**src/rtl/ec_link_pkg.sv**
```systemverilog
package ec_link_pkg;

    typedef enum logic [2:0] {
        ST_IDLE  = 3'd0,
        ST_CMD   = 3'd1,
        ST_FIRST = 3'd2,
        ST_TX    = 3'd3,
        ST_RX    = 3'd4
    } link_state_e;

    typedef struct packed {
        logic irq;
        logic fin;
        logic adr;
        logic rnw;
    } ev_flags_t;

    localparam logic [7:0] FILL_BYTE = 8'hFF;
    localparam logic [7:0] READ_CMD  = 8'h01;
    localparam logic [1:0] LEN_TWO   = 2'd0;
    localparam logic [1:0] LEN_THREE = 2'd1;
    localparam logic [1:0] LEN_VAR   = 2'd2;

    function automatic logic is_open(input ev_flags_t f);
        return f.irq && f.adr && !f.fin && !f.rnw;
    endfunction

    function automatic logic is_plain(input ev_flags_t f);
        return f.irq && !f.adr && !f.fin && !f.rnw;
    endfunction

    function automatic logic is_turn(input ev_flags_t f);
        return f.irq && f.adr && f.rnw && !f.fin;
    endfunction

    function automatic logic [8:0] rx_expected_len(input logic [7:0] b0, input logic [7:0] b1);
        if (!b0[7] || b0[6:5] == LEN_VAR) return {1'b0, b1} + 9'd2;
        if (b0[6:5] == LEN_TWO)           return 9'd2;
        if (b0[6:5] == LEN_THREE)         return 9'd3;
        return 9'd0;
    endfunction

    function automatic logic [7:0] noop_byte(input int unsigned idx);
        case (idx)
            0:       return 8'h02;
            1:       return 8'h07;
            2:       return 8'h02;
            default: return FILL_BYTE;
        endcase
    endfunction

endpackage

```
**src/rtl/ec_link_rx_track.sv**
```systemverilog
module ec_link_rx_track
    import ec_link_pkg::*;
#(
    parameter int MSG_MAX = 32,
    parameter int POS_W   = 6
) (
    input  logic             clk,
    input  logic             rst,
    input  logic             take_cmd,
    input  logic             take_len,
    input  logic             take_body,
    input  logic [7:0]       din,
    output logic [7:0]       cmd_byte,
    output logic             is_event,
    output logic             len_ok,
    output logic             wr_en,
    output logic [POS_W-1:0] wr_idx,
    output logic [7:0]       wr_data
);
    localparam int CMP_W = (POS_W > 9) ? POS_W : 9;
    localparam logic [POS_W-1:0] MAX_POS = POS_W'(MSG_MAX);

    logic [7:0]       b1_q;
    logic [POS_W-1:0] pos_q;
    logic             room;

    assign room     = pos_q < MAX_POS;
    assign is_event = cmd_byte[7];
    assign len_ok   = CMP_W'(pos_q) == CMP_W'(rx_expected_len(cmd_byte, b1_q));

    always_ff @(posedge clk) begin
        if (rst) begin
            cmd_byte <= '0;
            b1_q     <= '0;
            pos_q    <= '0;
            wr_en    <= 1'b0;
            wr_idx   <= '0;
            wr_data  <= '0;
        end else begin
            wr_en   <= take_cmd || take_len || (take_body && room);
            wr_data <= din;
            if (take_cmd) begin
                cmd_byte <= din;
                pos_q    <= POS_W'(1);
                wr_idx   <= '0;
            end else if (take_len) begin
                b1_q   <= din;
                pos_q  <= POS_W'(2);
                wr_idx <= POS_W'(1);
            end else if (take_body && room) begin
                pos_q  <= pos_q + POS_W'(1);
                wr_idx <= pos_q;
            end
        end
    end
endmodule

```
**src/rtl/ec_link_tx_cursor.sv**
```systemverilog
module ec_link_tx_cursor
    import ec_link_pkg::*;
#(
    parameter int POS_W = 6
) (
    input  logic             clk,
    input  logic             rst,
    input  logic             load,
    input  logic             advance,
    input  logic             rewind,
    input  logic             q_pending,
    input  logic [POS_W-1:0] q_len,
    input  logic [7:0]       q_data,
    output logic [POS_W-1:0] rd_idx,
    output logic [7:0]       cur_byte,
    output logic             more,
    output logic             done_all,
    output logic             using_noop
);
    logic             sel_noop;
    logic [POS_W-1:0] len;

    assign sel_noop = load ? !q_pending : using_noop;
    assign len      = sel_noop ? POS_W'(3) : q_len;
    assign cur_byte = sel_noop ? noop_byte(int'(rd_idx)) : q_data;
    assign more     = rd_idx < len;
    assign done_all = rd_idx == len;

    always_ff @(posedge clk) begin
        if (rst) begin
            rd_idx     <= '0;
            using_noop <= 1'b0;
        end else if (load) begin
            using_noop <= !q_pending;
            rd_idx     <= POS_W'(1);
        end else if (advance) begin
            rd_idx <= rd_idx + POS_W'(1);
        end else if (rewind) begin
            rd_idx <= '0;
        end
    end
endmodule

```
**src/rtl/ec_link_engine.sv**
```systemverilog
module ec_link_engine
    import ec_link_pkg::*;
#(
    parameter int MSG_MAX = 32,
    localparam int POS_W = $clog2(MSG_MAX + 1)
) (
    input  logic             clk,
    input  logic             rst,
    input  logic [7:0]       own_addr,
    input  logic             ev_valid,
    input  logic             ev_irq,
    input  logic             ev_end,
    input  logic             ev_addr,
    input  logic             ev_rnw,
    input  logic [7:0]       ev_byte,
    output logic             resp_valid,
    output logic [7:0]       resp_byte,
    output logic             req_n,
    output logic             addr_mismatch,
    input  logic             tx_pending,
    input  logic [POS_W-1:0] tx_len,
    output logic [POS_W-1:0] tx_rd_idx,
    input  logic [7:0]       tx_rd_data,
    output logic             tx_done,
    output logic             rx_alloc_req,
    input  logic             rx_alloc_ok,
    output logic             rx_free,
    output logic             rx_wr_en,
    output logic [POS_W-1:0] rx_wr_idx,
    output logic [7:0]       rx_wr_data,
    output logic             rx_commit,
    output logic             rx_drop,
    output logic             xfer_done
);
    ev_flags_t   f;
    link_state_e state, nxt, cur_st;
    logic        fire, holding;
    logic        take_cmd, take_len, take_body;
    logic        tx_load, tx_adv, tx_rew;
    logic        do_commit, do_drop, do_xfer, do_txfin, req_hi, req_lo;
    logic [7:0]  to_send, cmd_byte, cur_byte;
    logic        is_event, len_ok, more, done_all, using_noop;

    assign f       = '{irq: ev_irq, fin: ev_end, adr: ev_addr, rnw: ev_rnw};
    assign fire    = ev_valid && ev_irq;
    assign holding = (state == ST_FIRST) || (state == ST_RX);

    ec_link_rx_track #(.MSG_MAX(MSG_MAX), .POS_W(POS_W)) rx_i (
        .clk(clk), .rst(rst),
        .take_cmd(take_cmd), .take_len(take_len), .take_body(take_body),
        .din(ev_byte), .cmd_byte(cmd_byte), .is_event(is_event), .len_ok(len_ok),
        .wr_en(rx_wr_en), .wr_idx(rx_wr_idx), .wr_data(rx_wr_data)
    );

    ec_link_tx_cursor #(.POS_W(POS_W)) tx_i (
        .clk(clk), .rst(rst),
        .load(tx_load), .advance(tx_adv), .rewind(tx_rew || (fire && nxt != ST_TX)),
        .q_pending(tx_pending), .q_len(tx_len), .q_data(tx_rd_data),
        .rd_idx(tx_rd_idx), .cur_byte(cur_byte), .more(more),
        .done_all(done_all), .using_noop(using_noop)
    );

    always_comb begin
        nxt = state;  cur_st = state;  to_send = FILL_BYTE;
        take_cmd = 1'b0;  take_len = 1'b0;  take_body = 1'b0;  rx_alloc_req = 1'b0;
        tx_load = 1'b0;  tx_adv = 1'b0;  tx_rew = 1'b0;
        do_commit = 1'b0;  do_drop = 1'b0;  do_xfer = 1'b0;  do_txfin = 1'b0;
        req_hi = 1'b0;  req_lo = 1'b0;
        if (fire) begin
            cur_st = is_open(f) ? ST_IDLE : state;
            nxt    = cur_st;
            unique case (cur_st)
                ST_IDLE: ;
                ST_CMD: begin
                    nxt = ST_IDLE;
                    if (is_plain(f)) begin
                        rx_alloc_req = 1'b1;
                        if (rx_alloc_ok) begin
                            take_cmd = 1'b1;
                            nxt      = ST_FIRST;
                        end
                    end
                end
                ST_FIRST: begin
                    nxt = ST_IDLE;
                    if (is_turn(f)) begin
                        if (cmd_byte == READ_CMD) begin
                            tx_load = 1'b1;
                            to_send = cur_byte;
                            req_hi  = 1'b1;
                            nxt     = ST_TX;
                        end
                    end else if (is_plain(f)) begin
                        take_len = 1'b1;
                        nxt      = ST_RX;
                    end
                end
                ST_TX: begin
                    if (f.fin) begin
                        if (done_all) begin
                            nxt      = ST_IDLE;
                            do_txfin = !using_noop;
                        end else begin
                            tx_rew = 1'b1;
                            req_lo = 1'b1;
                        end
                    end else if (!f.rnw || f.adr) begin
                        nxt = ST_IDLE;
                    end else if (more) begin
                        to_send = cur_byte;
                        tx_adv  = 1'b1;
                    end else begin
                        nxt = ST_IDLE;
                    end
                end
                ST_RX: begin
                    if (f.fin && !f.rnw) begin
                        nxt       = ST_IDLE;
                        do_commit = len_ok;
                        do_drop   = !len_ok;
                        do_xfer   = len_ok && !is_event;
                    end else if (f.rnw || f.adr) begin
                        nxt = ST_IDLE;
                    end else begin
                        take_body = 1'b1;
                    end
                end
                default: nxt = ST_IDLE;
            endcase
            if (f.adr && !f.rnw) nxt = ST_CMD;
        end
    end

    always_ff @(posedge clk) begin
        if (rst) begin
            state         <= ST_IDLE;
            req_n         <= 1'b1;
            resp_valid    <= 1'b0;
            resp_byte     <= FILL_BYTE;
            addr_mismatch <= 1'b0;
            tx_done       <= 1'b0;
            rx_free       <= 1'b0;
            rx_commit     <= 1'b0;
            rx_drop       <= 1'b0;
            xfer_done     <= 1'b0;
        end else begin
            if (fire) state <= nxt;
            if (req_hi)                                 req_n <= 1'b1;
            else if (req_lo)                            req_n <= 1'b0;
            else if (state == ST_IDLE && tx_pending)    req_n <= 1'b0;
            resp_valid    <= fire && f.rnw && !f.fin;
            resp_byte     <= to_send;
            addr_mismatch <= fire && f.adr && !f.rnw && (ev_byte != own_addr);
            tx_done       <= do_txfin;
            rx_commit     <= do_commit;
            rx_drop       <= do_drop;
            xfer_done     <= do_xfer;
            rx_free       <= fire && holding && !do_commit && (nxt != ST_FIRST) && (nxt != ST_RX);
        end
    end
endmodule

```
**config.mk**
```make
export PLATFORM = sky130hd
export DESIGN_NAME = ec_link_engine
export DESIGN_NICKNAME = d
export VERILOG_FILES = /design/src/rtl/ec_link_pkg.sv /design/src/rtl/ec_link_rx_track.sv /design/src/rtl/ec_link_tx_cursor.sv /design/src/rtl/ec_link_engine.sv
export SDC_FILE = /design/constraint.sdc
export NUM_CORES = 1
export LEC_CHECK = 0
export ABC_AREA = 1
export BUFFER_PORTS_ARGS = -buffer_cell sky130_fd_sc_hd__buf_4
export CELL_PAD_IN_SITES_DETAIL_PLACEMENT = 0
export CELL_PAD_IN_SITES_GLOBAL_PLACEMENT = 1
export CORE_MARGIN = 1
export CORE_UTILIZATION = 23
export CTS_BUF_LIST = sky130_fd_sc_hd__clkbuf_2 sky130_fd_sc_hd__clkbuf_4 sky130_fd_sc_hd__clkbuf_8
export CTS_CLUSTER_DIAMETER = 100
export DETAILED_ROUTE_END_ITERATION = 16
export PLACE_DENSITY = 0.56
export SYNTH_ARGS = -nofsm -noshare
export SYNTH_HDL_FRONTEND = slang
export SYNTH_SLANG_ARGS = --single-unit
```
**constraint.sdc**
```tcl
create_clock -name clk -period 3.2 [get_ports clk]
set_input_delay 0.8 -clock clk [delete_from_list [all_inputs] [get_ports clk]]
set_output_delay 0.8 -clock clk [all_outputs]
set_load 0.01 [all_outputs]
```
== Word-level counts from Yosys, hierarchy flattened ==
Index checks and enable logic that the tools add are counted.

* Bitwise operators: 7
* Equal/unequal tests: 17
* Muxes and demuxes: 77
* Add/sub/neg operators: 3
* Reduce and logical (&&, ||, !) cells: 56
* Magnitude comparators: 2

{| class="wikitable"
|+ Operator list
! kind !! count
|-
| $mux 9 || 6
|-
| $mux 8 || 6
|-
| $mux 1 || 43
|-
| $mux 3 || 11
|-
| $pmux 8 s2 || 2
|-
| $logic_and 1x1->1 || 24
|-
| $mux 6 || 3
|-
| $pmux 3 s5 || 1
|-
| $add 6x1->6 const B || 2
|-
| $mux 2 || 5
|-
| $add 8x2->9 const B || 1
|-
| $eq 3x2->1 const B || 3
|-
| $eq 6x9->1 || 1
|-
| $eq 8x1->1 const B || 1
|-
| $logic_not 1->1 || 8
|-
| $ne 8x8->1 || 1
|-
| $reduce_or 2->1 || 4
|-
| $logic_or 1x1->1 || 7
|-
| $not 1->1 || 7
|-
| $eq 3x3->1 const B || 2
|-
| $eq 6x1->1 const B || 1
|-
| $eq 6x2->1 const B || 1
|-
| $eq 6x6->1 || 1
|-
| $logic_not 3->1 || 2
|-
| 15 further kinds || 19
|}

* Input bits: 39
* Output and inout port bits: 38
* Register bits: 63

== Logic depth before layout (Yosys ltp) ==
Gate-level depths: netlist of run 1.

* Word-level depth: 22
* Mapped depth: 25
* Gate-level depth less buffers: 24

== By module ==
From an unflattened synthesis of run 1, not the netlist that was laid out.

* Cells, all modules: 459
* Area, all modules: 3374.5 um^2

{| class="wikitable"
|+ By module, submodules not included
! module !! area each (um^2) !! instances !! cells an instance !! seq. area each (um^2)
|-
| ec_link_rx_track || 1550.2 || 1 || 194 || 740.7
|-
| ec_link_engine || 1162.4 || 1 || 157 || 380.4
|-
| ec_link_tx_cursor || 661.9 || 1 || 108 || 140.1
|}

== Worst setup path before layout of run 1 ==
Ideal clock, no wire load.

* Path type: input-to-reg
* Start: input port ev_addr
* End: register tx_i.rd_idx[4]
* Setup slack: 0.133 ns
* Library setup time: 0.119 ns
* Stages: 25
* Data required time: 3.081 ns
* Path buffers: 1
* Arrival time: 2.948 ns
* Cells stage by stage: inv_1 -> nor2_4 -> nand2_4 -> nand3_2 -> nor2_2 -> nand2_1 -> nand2_1 -> nand2_2 -> inv_2 -> buf_6 -> nand2_1 -> ha_1 -> nand2_1 -> nor2_1 -> nand2_1 -> nand2_1 -> nor2_1 -> nor2_1 -> nand3_1 -> nand2_1 -> nand2_1 -> nand2_1 -> nand2_1 -> nand3_1 -> a21oi_1

* Word-level cells in the longest chain between the ends: 20
* Elaborated cells between the ends (all ways): 52
* Those cells by class: order compare: 1; eq/ne: 6; mux: 28; reduce/logical: 17

{| class="wikitable"
|+ RTL lines
! what !! RTL line !! source
|-
| start, declared || ec_link_engine.sv:13 || <nowiki>input logic ev_addr,</nowiki>
|-
| $logic_and 1x1->1 || ec_link_pkg.sv:25, ec_link_pkg.sv:33 ||
|-
| $logic_and 1x1->1 (2 in a row) || ec_link_pkg.sv:25 || <nowiki>return f.irq && f.adr && !f.fin && !f.rnw;</nowiki>
|-
| $mux 3 || ec_link_engine.sv:70 || <nowiki>cur_st = is_open(f) ? ST_IDLE : state;</nowiki>
|-
| $eq 3x2->1 || ec_link_engine.sv:72 || <nowiki>unique case (cur_st)</nowiki>
|-
| $mux 1 || ec_link_engine.sv:72 ||
|-
| $mux 1 || ec_link_engine.sv:69 || <nowiki>if (fire) begin</nowiki>
|-
| $mux 1 || - ||
|-
| $mux 6 || ec_link_tx_cursor.sv:24 || <nowiki>assign len = sel_noop ? POS_W'(3) : q_len;</nowiki>
|-
| [... 3 more ...] || - ||
|-
| $mux 3 || ec_link_engine.sv:99 || <nowiki>if (f.fin) begin</nowiki>
|-
| $pmux 3 s5 || ec_link_engine.sv:72 ||
|-
| $mux 3 || ec_link_engine.sv:130 || <nowiki>if (f.adr && !f.rnw) nxt = ST_CMD;</nowiki>
|-
| $mux 3 || ec_link_engine.sv:69 ||
|-
| $ne 3x2->1 || ec_link_engine.sv:57 || <nowiki>.load(tx_load), .advance(tx_adv), .rewind(tx_rew || (fire && nxt != ST_TX)),</nowiki>
|-
| $logic_and 1x1->1 || ec_link_engine.sv:57 ||
|-
| $logic_or 1x1->1 || ec_link_engine.sv:57 ||
|-
| $reduce_bool 2->1 (no source line) || - ||
|-
| end signal, assigned || ec_link_tx_cursor.sv:37 || <nowiki>rd_idx <= rd_idx + POS_W'(1);</nowiki>
|-
| end, declared || ec_link_tx_cursor.sv:14 || <nowiki>output logic [POS_W-1:0] rd_idx,</nowiki>
|}

Parallel ways exist; a longest one is shown, timed or not.
A chain may end at the register's enable or synchronous reset.

== Final worst setup path of run 1 ==
* Start: input port ev_end
* End: register tx_i.rd_idx[4]

* Word-level cells in the longest chain between the ends: 20
* Elaborated cells between the ends (all ways): 47
* Those cells by class: order compare: 1; eq/ne: 6; mux: 28; reduce/logical: 12

{| class="wikitable"
|+ RTL lines
! what !! RTL line !! source
|-
| start, declared || ec_link_engine.sv:12 || <nowiki>input logic ev_end,</nowiki>
|-
| $logic_not 1->1 || ec_link_pkg.sv:25, ec_link_pkg.sv:29, ec_link_pkg.sv:33 ||
|-
| $logic_and 1x1->1 (2 in a row) || ec_link_pkg.sv:25 ||
|-
| $mux 3 || ec_link_engine.sv:70 ||
|-
| $eq 3x2->1 || ec_link_engine.sv:72 ||
|-
| $mux 1 || ec_link_engine.sv:72 ||
|-
| $mux 1 || ec_link_engine.sv:69 ||
|-
| $mux 1 || - ||
|-
| $mux 6 || ec_link_tx_cursor.sv:24 ||
|-
| [... 3 more ...] || - ||
|-
| $mux 3 || ec_link_engine.sv:99 ||
|-
| $pmux 3 s5 || ec_link_engine.sv:72 ||
|-
| $mux 3 || ec_link_engine.sv:130 ||
|-
| $mux 3 || ec_link_engine.sv:69 ||
|-
| $ne 3x2->1 || ec_link_engine.sv:57 ||
|-
| $logic_and 1x1->1 || ec_link_engine.sv:57 ||
|-
| $logic_or 1x1->1 || ec_link_engine.sv:57 ||
|-
| $reduce_bool 2->1 (no source line) || - ||
|}

Parallel ways exist; a longest one is shown, timed or not.

==> results of run 1 <==
[layout by cell type, fill, tap and decap left out, types with 7 or more instances in the layout]
master / n
inv_1: 62
xor2_1: 9
dfxtp_1: 63
nor2_1: 42
o21ai_0: 47
nor2_2: 8
buf_4: 102
a21oi_1: 27
nand3_1: 34
ha_1: 12
clkbuf_8: 13
nor3_1: 7
nand2_1: 77
[cell families after synthesis]
logic type,share of synthesized area
compound gates,0.1425
simple gates,0.2973
xor+xnor,0.03514
fa+ha+maj,0.04633
buf+inv,0.08958
flops,0.3892
[power by group]
part / total, mW / switching [mW] / internal (mW) / leakage [nW]
Sequential: 0.798 / 0.00516 / 0.793 / 0.511
Combinational: 0.164 / 0.0857 / 0.0787 / 1.43
Clock: 0.791 / 0.342 / 0.449 / 0.116
[synth_stat cells (2+ instances only)]
library cell	instances
inv_2	3
buf_2	2
clkbuf_1	5
or2_2	6
nor2_4	2
ha_1	12
nor4_1	6
nor3_1	7
inv_1	62
nand4_1	5
nand3_2	2
a21oi_1	27
nand3b_1	3
nand3_1	35
dfxtp_1	63
nor2_2	4
xnor2_1	4
xor2_1	9
nor3_4	2
nand2_2	2
o21ai_0	47
a211oi_1	4
nor2_1	46
nand2_1	82
[per-layer routing]
layer | GRT usage | up-vias | part of all wire
li1 | - | 1693 | -
met1 | 0.1956 | 1504 | 0.50
met2 | 0.2195 | 72 | 0.44
met3 | 0.03632 | 11 | 0.043
met4 | 0.05787 | 0 | 0.016
met5 | 0 | - | 0
[state kept, by name, summed over array words and instances (netlist names), 3 cells and up]
register,flops
rx_i.b1_q,8
rx_i.wr_idx,6
tx_i.rd_idx,6
rx_i.pos_q,6
rx_i.wr_data,8
rx_i.cmd_byte,8
state,3
resp_byte,8
[worst max-delay path: cells and delay by family]
| kind | cells | cell delay (ps) |
|---|---|---|
| simple gates | 18 | 1610 |
| buf+inv | 4 | 410 |
| fa+ha+maj | 1 | 280 |
| compound gates | 1 | 150 |
[layout make-up]
class                      instances  area [sq um]
clock buffer                      13         178.9
multi-input combinational        316          1727
fill                            1481          9351
clock inverter                     3         47.55
sequential                        63          1261
timing repair buffer             103         785.8
inverter                          66         250.2
tap                              180         225.2
[what timing repair did]
| action | CTS | global route |
|---|---|---|
| endpoints found under the hold margin | 0 | 0 |
| endpoints found under the setup margin | 0 | 6 |
| resized for setup | 0 | 12 |
| setup buffers | 0 | 1 |
[path summary, 6_finish.rpt]
check	endpoint	slack, ps	depth (start not counted)
max	tx_i.rd_idx[4]	220	24
min	rx_i.wr_idx[5]	450	2
max reg2reg	tx_i.rd_idx[4]	270	23
min reg2reg	rx_i.wr_idx[5]	450	2
[through the flow]
stage,hold slack [ps],utilization
floorplan,396.5,-
global placement,429.0,0.3040
detailed placement,422.1,0.3040
CTS,444.0,0.3204
global route,469.6,0.3237
finish,447.1,0.3237
==> results.py, run 1 <==
metrics = {
    "outcome": {
        "status": "complete, no violations",
    },
    "synth": {
        "ys.flop_type": "dfxtp_1",
        "synth-edff-count": 0,
        "ys_ff_latch": 63,
        "ys_warn_count": 0,
        "synth.avg_cell_area_sq_um": 7.154,
        "ys_async_sr_fraction": 0,
        "synthCells": 453,
        "yosys.area.top_type": "dfxtp_1",
        "seq_area_frac_synth": 0.3892,
        "synthTopCellsByArea": "dfxtp_1 39%, nand2_1 9.5%, o21ai_0 7.3%, inv_1 7.2%, nand3_1 5.4%",
        "syn_area_sq_mm": 0.003241,
        "yosys.cell_types.count": 37,
        "syn-num-nets": 504,
        "synth_top_area_frac": 0.3892,
    },
    "place": {
        "hpwl_um": 7773,
        "pre_cts_slack_ps": -228.0,
        "portBuffers": 76,
        "place_inst": 727,
        "place_area_sq_mm": 0.004204,
        "gp_congestion": 0.8284,
    },
    "drt": {
        "vias_per_cell": 4.409,
        "drt_iter0_markers": 115,
        "drc_errors": 0,
        "vias": 3280,
        "wire_per_inst_um": 13.39,
        "antenna_left": 0,
        "routed_wl_um": 9961,
        "firstDrtPassIters": 4,
    },
    "clock_tree": {
        "clk_pin_slew_ps": 70,
        "root_buffer": "clkbuf_8",
        "cts_buffer_depth": 2,
        "htree_levels": 3,
        "cts_tree": "built",
        "clock_sinks": 63,
        "cts_buffers": 9,
        "clkLatencyLatePin_ps": 370,
        "ctsHoldBuffers": 0,
    },
    "critical_path": {
        "arrival_ps": 3270,
        "cp_slowest_cell": "ha_1",
        "path_cells": "buf_4, inv_1, nand2_1, nor2_1, nand3_1, nor2_2, nand2_2, nand2_2, nand2_4, inv_2, nand2_1, ha_1, buf_4, nand2_1, nand4_1, nor2_2, nand2_1, nand3_1, nand2_1, nand2_2, nand2_2, nand2_4, nand3_1, a21oi_1",
        "worstPathRequired_ps": 3490,
        "critPathLaunch": "ev_end",
        "r2r_start": "rx_i.cmd_byte[5]",
        "cp_slowest_stage_delay_ps": 280,
        "criticalPathCategory": "input pin to register",
        "cp-end-kind": "register",
        "worstPathMaxFanout": 5,
        "cpMostUsedCell": "nand2_1",
        "start_kind": "input pin",
    },
    "cells_and_area": {
        "syn_to_final_growth_pct": 38.11,
        "stdcell_area_sq_mm": 0.004476,
        "fin_cells": 744,
        "drive_gt1_frac": 0.2730,
        "num_antenna_cells": 0,
        "num-nets-final": 610,
    },
    "sta": {
        "fin_skew_ps": 12.31,
        "relSlewSlack": 0.6216,
        "worstMarginPinSlew_ps": 565.5,
        "setup_ws_ps": 224.2,
        "min_period_ps": 2976,
        "setup_viol": 0,
        "fin_tns_setup_ps": 0,
        "fmax_ghz": 0.3360,
        "slew_viol_final": 0,
        "fin_crit_sh": 0.9299,
        "hold_viol_final": 0,
    },
    "floorplanning": {
        "die_height_um": 120.7,
        "fp-row-count": 43,
        "chipWidth_um": 120.7,
        "start_util": 0.2344,
        "die_area_sq_mm": 0.01457,
        "num_io_pins": 77,
        "core-area_sq_mm": 0.01383,
    },
    "power": {
        "p_per_area_mw_per_mm2": 391.8,
        "ir_worst_vdd_mv": 0.1590,
        "total_power_mw": 1.753,
        "power.leakage_nw": 2.060,
    },
    "grt": {
        "grt_pass1_vias": 3131,
        "globalRouteOverflowTotal": 0,
        "grt_first_pass_wirelength_um": 15950,
        "grt_use_total": 0.1450,
        "grt_max_degree": 21,
        "grt_antenna_before_repair": 0,
    },
    "job": {
        "max_cap_viol_count": 0,
    },
    "min_path": {
        "worstHoldStart": "rx_i.wr_idx[5]",
        "hold_path_class": "register to register",
    },
}
Note: power is estimated with default switching activity, not from simulation.
==> run 2, diff against run 1 <==
--- a/config.mk
+++ b/config.mk
@@ -14,7 +14,8 @@
 export CTS_BUF_LIST = sky130_fd_sc_hd__clkbuf_2 sky130_fd_sc_hd__clkbuf_4 sky130_fd_sc_hd__clkbuf_8
 export CTS_CLUSTER_DIAMETER = 100
 export DETAILED_ROUTE_END_ITERATION = 16
-export PLACE_DENSITY = 0.56
+export MAX_ROUTING_LAYER = met4
+export PLACE_DENSITY = 0.54
 export SYNTH_ARGS = -nofsm -noshare
 export SYNTH_HDL_FRONTEND = slang
 export SYNTH_SLANG_ARGS = --single-unit
==> constraint.sdc (replaced) <==
create_clock -name clk -period 3.4 [get_ports clk]
set_input_delay 0.85 -clock clk [delete_from_list [all_inputs] [get_ports clk]]
set_output_delay 0.85 -clock clk [all_outputs]
set_load 0.01 [all_outputs]
==> run 2 against run 1 <==
Global-route usage down 0.29 points. First-iteration DRC count down 5.2%. Clock-buffer cell count down 1. Flip-flop and latch count unchanged. Non-clock buffer count down 5. Routed wire length down 2.4%. Via count down 3.7%. Cell count down 0.81%. Sequential power down 5.9%. Register-to-register slack better by 190 ps. Combinational power down 9.8%. Critical path type unchanged. Highest routed layer unchanged.
==> results.py, run 2 (synthesis gave the netlist of run 1 again) <==
metrics = {
    "outcome": {
        "status": "complete, no violations",
    },
    "cells_and_area": {
        "final-seq-area_sq_mm": 0.001261,
        "num_antenna_cells": 0,
        "multi_input_area_sq_mm": 0.001692,
        "drive_gt1_frac": 0.2491,
        "syn_to_final_growth_pct": 35.29,
        "layout_common_cells": "98 x buf_4, 81 x nand2_1, 63 x dfxtp_1",
        "fillCellCount": 1539,
        "stdcell_area_sq_mm": 0.004384,
        "layout_commonest_cell": "buf_4",
        "num-nets-final": 605,
    },
    "place": {
        "hpwl_um": 7612,
        "portBuffers": 76,
        "gp_congestion": 0.8382,
        "place_area_sq_mm": 0.004161,
    },
    "floorplanning": {
        "num_io_pins": 77,
        "die_height_um": 120.7,
        "die_area_sq_mm": 0.01457,
        "core-area_sq_mm": 0.01383,
        "fp-row-count": 43,
        "start_util": 0.2344,
        "chipWidth_um": 120.7,
    },
    "drt": {
        "drc_errors": 0,
        "vias_per_cell": 4.280,
        "drt_iter0_markers": 109,
        "wire_per_inst_um": 13.18,
        "antenna_left": 0,
        "vias": 3159,
        "routed_wl_um": 9724,
        "firstDrtPassIters": 4,
    },
    "clock_tree": {
        "clock_sinks": 63,
        "htree_levels": 3,
        "cts_tree": "built",
        "clk_pin_slew_ps": 70,
        "cts_buffers": 9,
        "root_buffer": "clkbuf_8",
        "postCtsSetupBuffers": 0,
        "cts_buffer_depth": 2,
        "clkLatencyLatePin_ps": 360,
    },
    "job": {
        "max_cap_viol_count": 0,
    },
    "critical_path": {
        "cp_slowest_stage_delay_ps": 310,
        "worstPathRequired_ps": 3640,
        "criticalPathCategory": "input pin to register",
        "worstPathMaxFanout": 5,
        "cpMostUsedCell": "nand2_1",
        "arrival_ps": 3330,
        "cp-end-kind": "register",
        "reg2reg_setup_slack_ps": 460,
        "cp_slowest_cell": "ha_1",
        "start_kind": "input pin",
    },
    "sta": {
        "min_period_ps": 3086,
        "hold_viol_final": 0,
        "fmax_ghz": 0.3240,
        "fin_crit_sh": 0.9078,
        "worstMarginPinSlew_ps": 545.7,
        "rsz0062_at_grt": "false",
        "slew_viol_final": 0,
        "fin_tns_setup_ps": 0,
        "fin_skew_ps": 9.507,
        "relSlewSlack": 0.6349,
        "setup_viol": 0,
    },
    "power": {
        "p_per_area_mw_per_mm2": 377.0,
        "power.leakage_nw": 2.022,
        "ir_worst_vdd_mv": 0.1922,
        "total_power_mw": 1.653,
    },
    "grt": {
        "globalRouteOverflowTotal": 0,
        "grt_use_total": 0.1420,
        "grt_first_pass_wirelength_um": 15190,
        "grt_max_degree": 21,
        "grt_pass1_vias": 3008,
        "grt_antenna_before_repair": 0,
    },
    "min_path": {
        "hold_path_class": "register to register",
    },
}
## run 2: layer usage
metal / part of all wire / global-route usage
met3: 0.038 / 0.03160
met5: 0 / -
met2: 0.44 / 0.2126
met4: 0.019 / 0.06481
met1: 0.50 / 0.1818
## run 2: where the power goes
group / internal (mW) / leakage, nW / total (mW) / switching (mW)
Clock: 0.446 / 0.110 / 0.754 / 0.309
Sequential: 0.746 / 0.511 / 0.751 / 0.00443
Combinational: 0.0703 / 1.40 / 0.148 / 0.0777
Total: 1.26 / 2.02 / 1.65 / 0.391
## run 2: repair_timing
action | 4_1_cts | 5_1_grt
gates resized for setup | 0 | 1
setup endpoints to repair | 0 | 5
hold buffers | 0 | 0
## run 2: worst paths after layout
check,start,to,depth (start not counted)
worst max-delay path,ev_end,tx_i.rd_idx[5],25
worst min-delay path,tx_i.using_noop,tx_done,1
worst max register to register,state[1],tx_i.rd_idx[5],23
worst min register to register,tx_i.using_noop,tx_done,1
## run 2: critical path, delay by kind of cell
family,cells,cell delay (ps)
simple gates,20,1820
fa+ha+maj,1,310
buf+inv,3,300
compound gates,1,60
## run 2: metrics by stage
step | util | setup WS, ps | hold WS, ps | instances
after floorplan | - | 282.5 | 396.5 | 453
after global placement | 0.3010 | -71.08 | 433.2 | 723
after detailed placement | 0.3010 | -105.6 | 422.0 | 723
after CTS | 0.3169 | 260.0 | 435.7 | 738
after global routing | 0.3171 | 22.31 | 451.3 | 738
final | 0.3171 | 313.5 | 433.2 | 738
## run 2: area by class of cell
| cell class | count | share of cell area |
|---|---|---|
| flip-flops and latches | 63 | 0.2877 |
| clock inverters | 3 | 0.01541 |
| inverters | 66 | 0.05708 |
| well taps | 180 | 0.05137 |
| clock buffers | 12 | 0.03482 |
| repair buffers | 98 | 0.1678 |
| multi-input cells | 316 | 0.3858 |
==> run 3, diff against run 2 <==
--- a/config.mk
+++ b/config.mk
@@ -5,17 +5,16 @@
 export SDC_FILE = /design/constraint.sdc
 export NUM_CORES = 1
 export LEC_CHECK = 0
-export ABC_AREA = 1
 export BUFFER_PORTS_ARGS = -buffer_cell sky130_fd_sc_hd__buf_4
 export CELL_PAD_IN_SITES_DETAIL_PLACEMENT = 0
 export CELL_PAD_IN_SITES_GLOBAL_PLACEMENT = 1
-export CORE_MARGIN = 1
 export CORE_UTILIZATION = 23
 export CTS_BUF_LIST = sky130_fd_sc_hd__clkbuf_2 sky130_fd_sc_hd__clkbuf_4 sky130_fd_sc_hd__clkbuf_8
 export CTS_CLUSTER_DIAMETER = 100
 export DETAILED_ROUTE_END_ITERATION = 16
 export MAX_ROUTING_LAYER = met4
-export PLACE_DENSITY = 0.54
+export PLACE_DENSITY = 0.52
+export RECOVER_POWER = 50
 export SYNTH_ARGS = -nofsm -noshare
 export SYNTH_HDL_FRONTEND = slang
 export SYNTH_SLANG_ARGS = --single-unit
==> run 3 against run 2 <==
Sequential share of layout area is 0.95 points higher. Die area is 1.7% lower. Routed wire length is 3.2% lower. Largest cell class unchanged. Critical path type unchanged. Final area is 3.2% lower. Sequential power hardly changed. Synthesized cell count is 22% lower. Clock-buffer cell count is 3 lower. Combinational power is 11% lower. First-iteration DRC count is 19% higher. Clock power is 16% higher. Non-clock buffer count is 3 higher. Cell count is 15% lower.
==> results.py, run 3 <==
metrics = {
    "outcome": {
        "status": "complete, no violations",
    },
    "sta": {
        "fmax_ghz": 0.3055,
        "min_period_ps": 3274,
        "setup_ws_ps": 126.3,
        "hold_slack_ps": 451.5,
        "fin_skew_ps": 7.792,
        "rsz0062_at_grt": "true",
        "worstMarginPinSlew_ps": 553.5,
        "fin_crit_sh": 0.9628,
        "relSlewSlack": 0.6276,
        "setup_viol": 0,
        "slew_viol_final": 0,
        "hold_viol_final": 0,
    },
    "synth": {
        "ys_warn_count": 0,
        "yosys.cell_types.count": 58,
        "synthTopCellsByArea": "dfxtp_1 40%, mux2i_1 6.6%, ha_1 4.7%, nor2_1 4.2%, xor2_1 3.9%",
        "synth_top_cells_by_count": "63 x dfxtp_1, 36 x nor2_1, 26 x nand2_1",
        "synth-edff-count": 0,
        "syn_area_sq_mm": 0.003183,
        "seq_area_frac_synth": 0.3962,
        "synth.avg_cell_area_sq_um": 9.043,
        "synthCells": 352,
        "yosysMostFrequentCell": "dfxtp_1",
        "ys.flop_type": "dfxtp_1",
        "ys_async_sr_fraction": 0,
        "ys_ff_latch": 63,
        "syn-num-nets": 403,
        "yosys.area.top_type": "dfxtp_1",
        "synth_top_area_frac": 0.3962,
    },
    "place": {
        "portBuffers": 76,
        "pre_cts_slack_ps": -257.3,
        "gp_congestion": 0.7729,
        "hpwl_um": 7297,
    },
    "floorplanning": {
        "start_util": 0.2385,
        "core-area_sq_mm": 0.01335,
        "die_height_um": 119.6,
        "die_area_sq_mm": 0.01431,
        "num_io_pins": 77,
        "fp-row-count": 42,
        "chipWidth_um": 119.6,
    },
    "clock_tree": {
        "clkLatencyLatePin_ps": 340,
        "ctsHoldBuffers": 0,
        "cts_buffer_depth": 2,
        "cts_tree": "built",
        "root_buffer": "clkbuf_8",
        "clock_sinks": 63,
        "clk_pin_slew_ps": 80,
        "postCtsSetupBuffers": 0,
        "htree_levels": 3,
        "cts_buffers": 9,
    },
    "cells_and_area": {
        "layout_commonest_cell": "dfxtp_1",
        "fillCellCount": 1457,
        "drive_gt1_frac": 0.2124,
        "num_antenna_cells": 0,
        "layout_common_cells": "63 x dfxtp_1, 61 x buf_4, 38 x clkbuf_1",
        "num-nets-final": 498,
        "syn_to_final_growth_pct": 33.33,
    },
    "critical_path": {
        "start_kind": "input pin",
        "rr_worst_depth": 12,
        "criticalPathCategory": "input pin to register",
        "worstPathMaxFanout": 10,
        "worstPathRequired_ps": 3660,
        "cp-end-kind": "register",
        "r2r_start": "rx_i.cmd_byte[1]",
        "arrival_ps": 3540,
        "reg2reg_to": "tx_i.rd_idx[0]",
        "reg2reg_setup_slack_ps": 220,
    },
    "grt": {
        "grt_antenna_before_repair": 0,
        "grt_pass1_vias": 2829,
        "grt_use_total": 0.1387,
        "grt_first_pass_wirelength_um": 14830,
        "grt_max_degree": 41,
        "globalRouteOverflowTotal": 0,
    },
    "min_path": {
        "hold_path_class": "register to register",
        "worstHoldStart": "rx_i.wr_idx[0]",
        "hold_end": "rx_i.wr_idx[0]",
        "hold_depth": 2,
    },
    "job": {
        "max_cap_viol_count": 0,
    },
    "drt": {
        "firstDrtPassIters": 4,
        "drc_errors": 0,
        "vias_per_cell": 4.567,
        "vias": 2868,
        "drt_iter0_markers": 130,
        "wire_per_inst_um": 14.99,
        "routed_wl_um": 9412,
        "antenna_left": 0,
    },
    "power": {
        "power.leakage_nw": 1.721,
        "p_per_area_mw_per_mm2": 414.2,
        "total_power_mw": 1.758,
        "ir_worst_vdd_mv": 0.2122,
    },
}
## run 3: how the worst max path moves through the flow
stage                       start             end  cells after the start
final                      ev_end  tx_i.rd_idx[0]                     13
after global routing      ev_addr  tx_i.rd_idx[0]                     14
after CTS                  ev_end  tx_i.rd_idx[0]                     13
after detailed placement   ev_end  tx_i.rd_idx[0]                     13
after global placement     ev_end  tx_i.rd_idx[0]                     13
after floorplan            ev_end    resp_byte[0]                     14
## run 3: cell type report
type / instances / area, sq um / area share
clock buffer: 9 / 123.9 / 0.02919
clock inverter: 7 / 145.1 / 0.03420
inverter: 7 / 26.28 / 0.006191
multi-input combinational: 265 / 1848 / 0.4354
sequential: 63 / 1261 / 0.2972
tap: 176 / 220.2 / 0.05189
timing repair buffer: 101 / 619.3 / 0.1459
## run 3: critical path, stage by stage
cell,delay (ps)
buf_4,120
and4b_1,280
nand3_2,120
or4_4,440
and2_4,200
nand2_4,70
ha_4,190
a21o_1,180
a2111o_1,450
nor3_4,180
buf_6,170
a211oi_1,80
a211oi_1,200
## run 3: kinds of logic (layout without fill, tap and decap cells)
group,Yosys count,after routing,share of synthesized area
AOI/OAI and AO/OA,58,58,0.1254
buffers and inverters,24,124,0.03577
and+or+nand+nor,154,154,0.2697
muxes,21,21,0.06604
DFF,63,63,0.3962
adders and majority gates,12,12,0.04717
xor gates and xnor gates,20,20,0.05975
## run 3: what timing repair did
action	4_1_cts	5_1_grt
gates resized for setup	0	5
setup endpoints to repair	0	10
hold endpoints to repair	0	0
## run 3: through the flow
step	instance area [sq um]	instances	setup TNS, ps	utilization
CTS	4363	628	0	0.3269
finish	4244	628	0	0.3180
global placement	4094	612	-2166	0.3067
detailed placement	4094	612	-2964	0.3067
global route	4244	628	-53.58	0.3180
floorplan	3211	352	-1355	-
## run 3: per-layer routing
| layer | up-vias | share of wire | GRT usage |
|---|---|---|---|
| met3 | 14 | 0.040 | 0.02899 |
| met5 | - | 0 | - |
| li1 | 1458 | - | - |
| met2 | 72 | 0.45 | 0.2128 |
| met4 | 0 | 0.021 | 0.05234 |
| met1 | 1324 | 0.48 | 0.1787 |
## run 3: power breakdown
part	switching (mW)	total (mW)	internal [mW]
clock network	0.314	0.877	0.563
logic	0.0684	0.131	0.0630
registers	0.00389	0.749	0.745
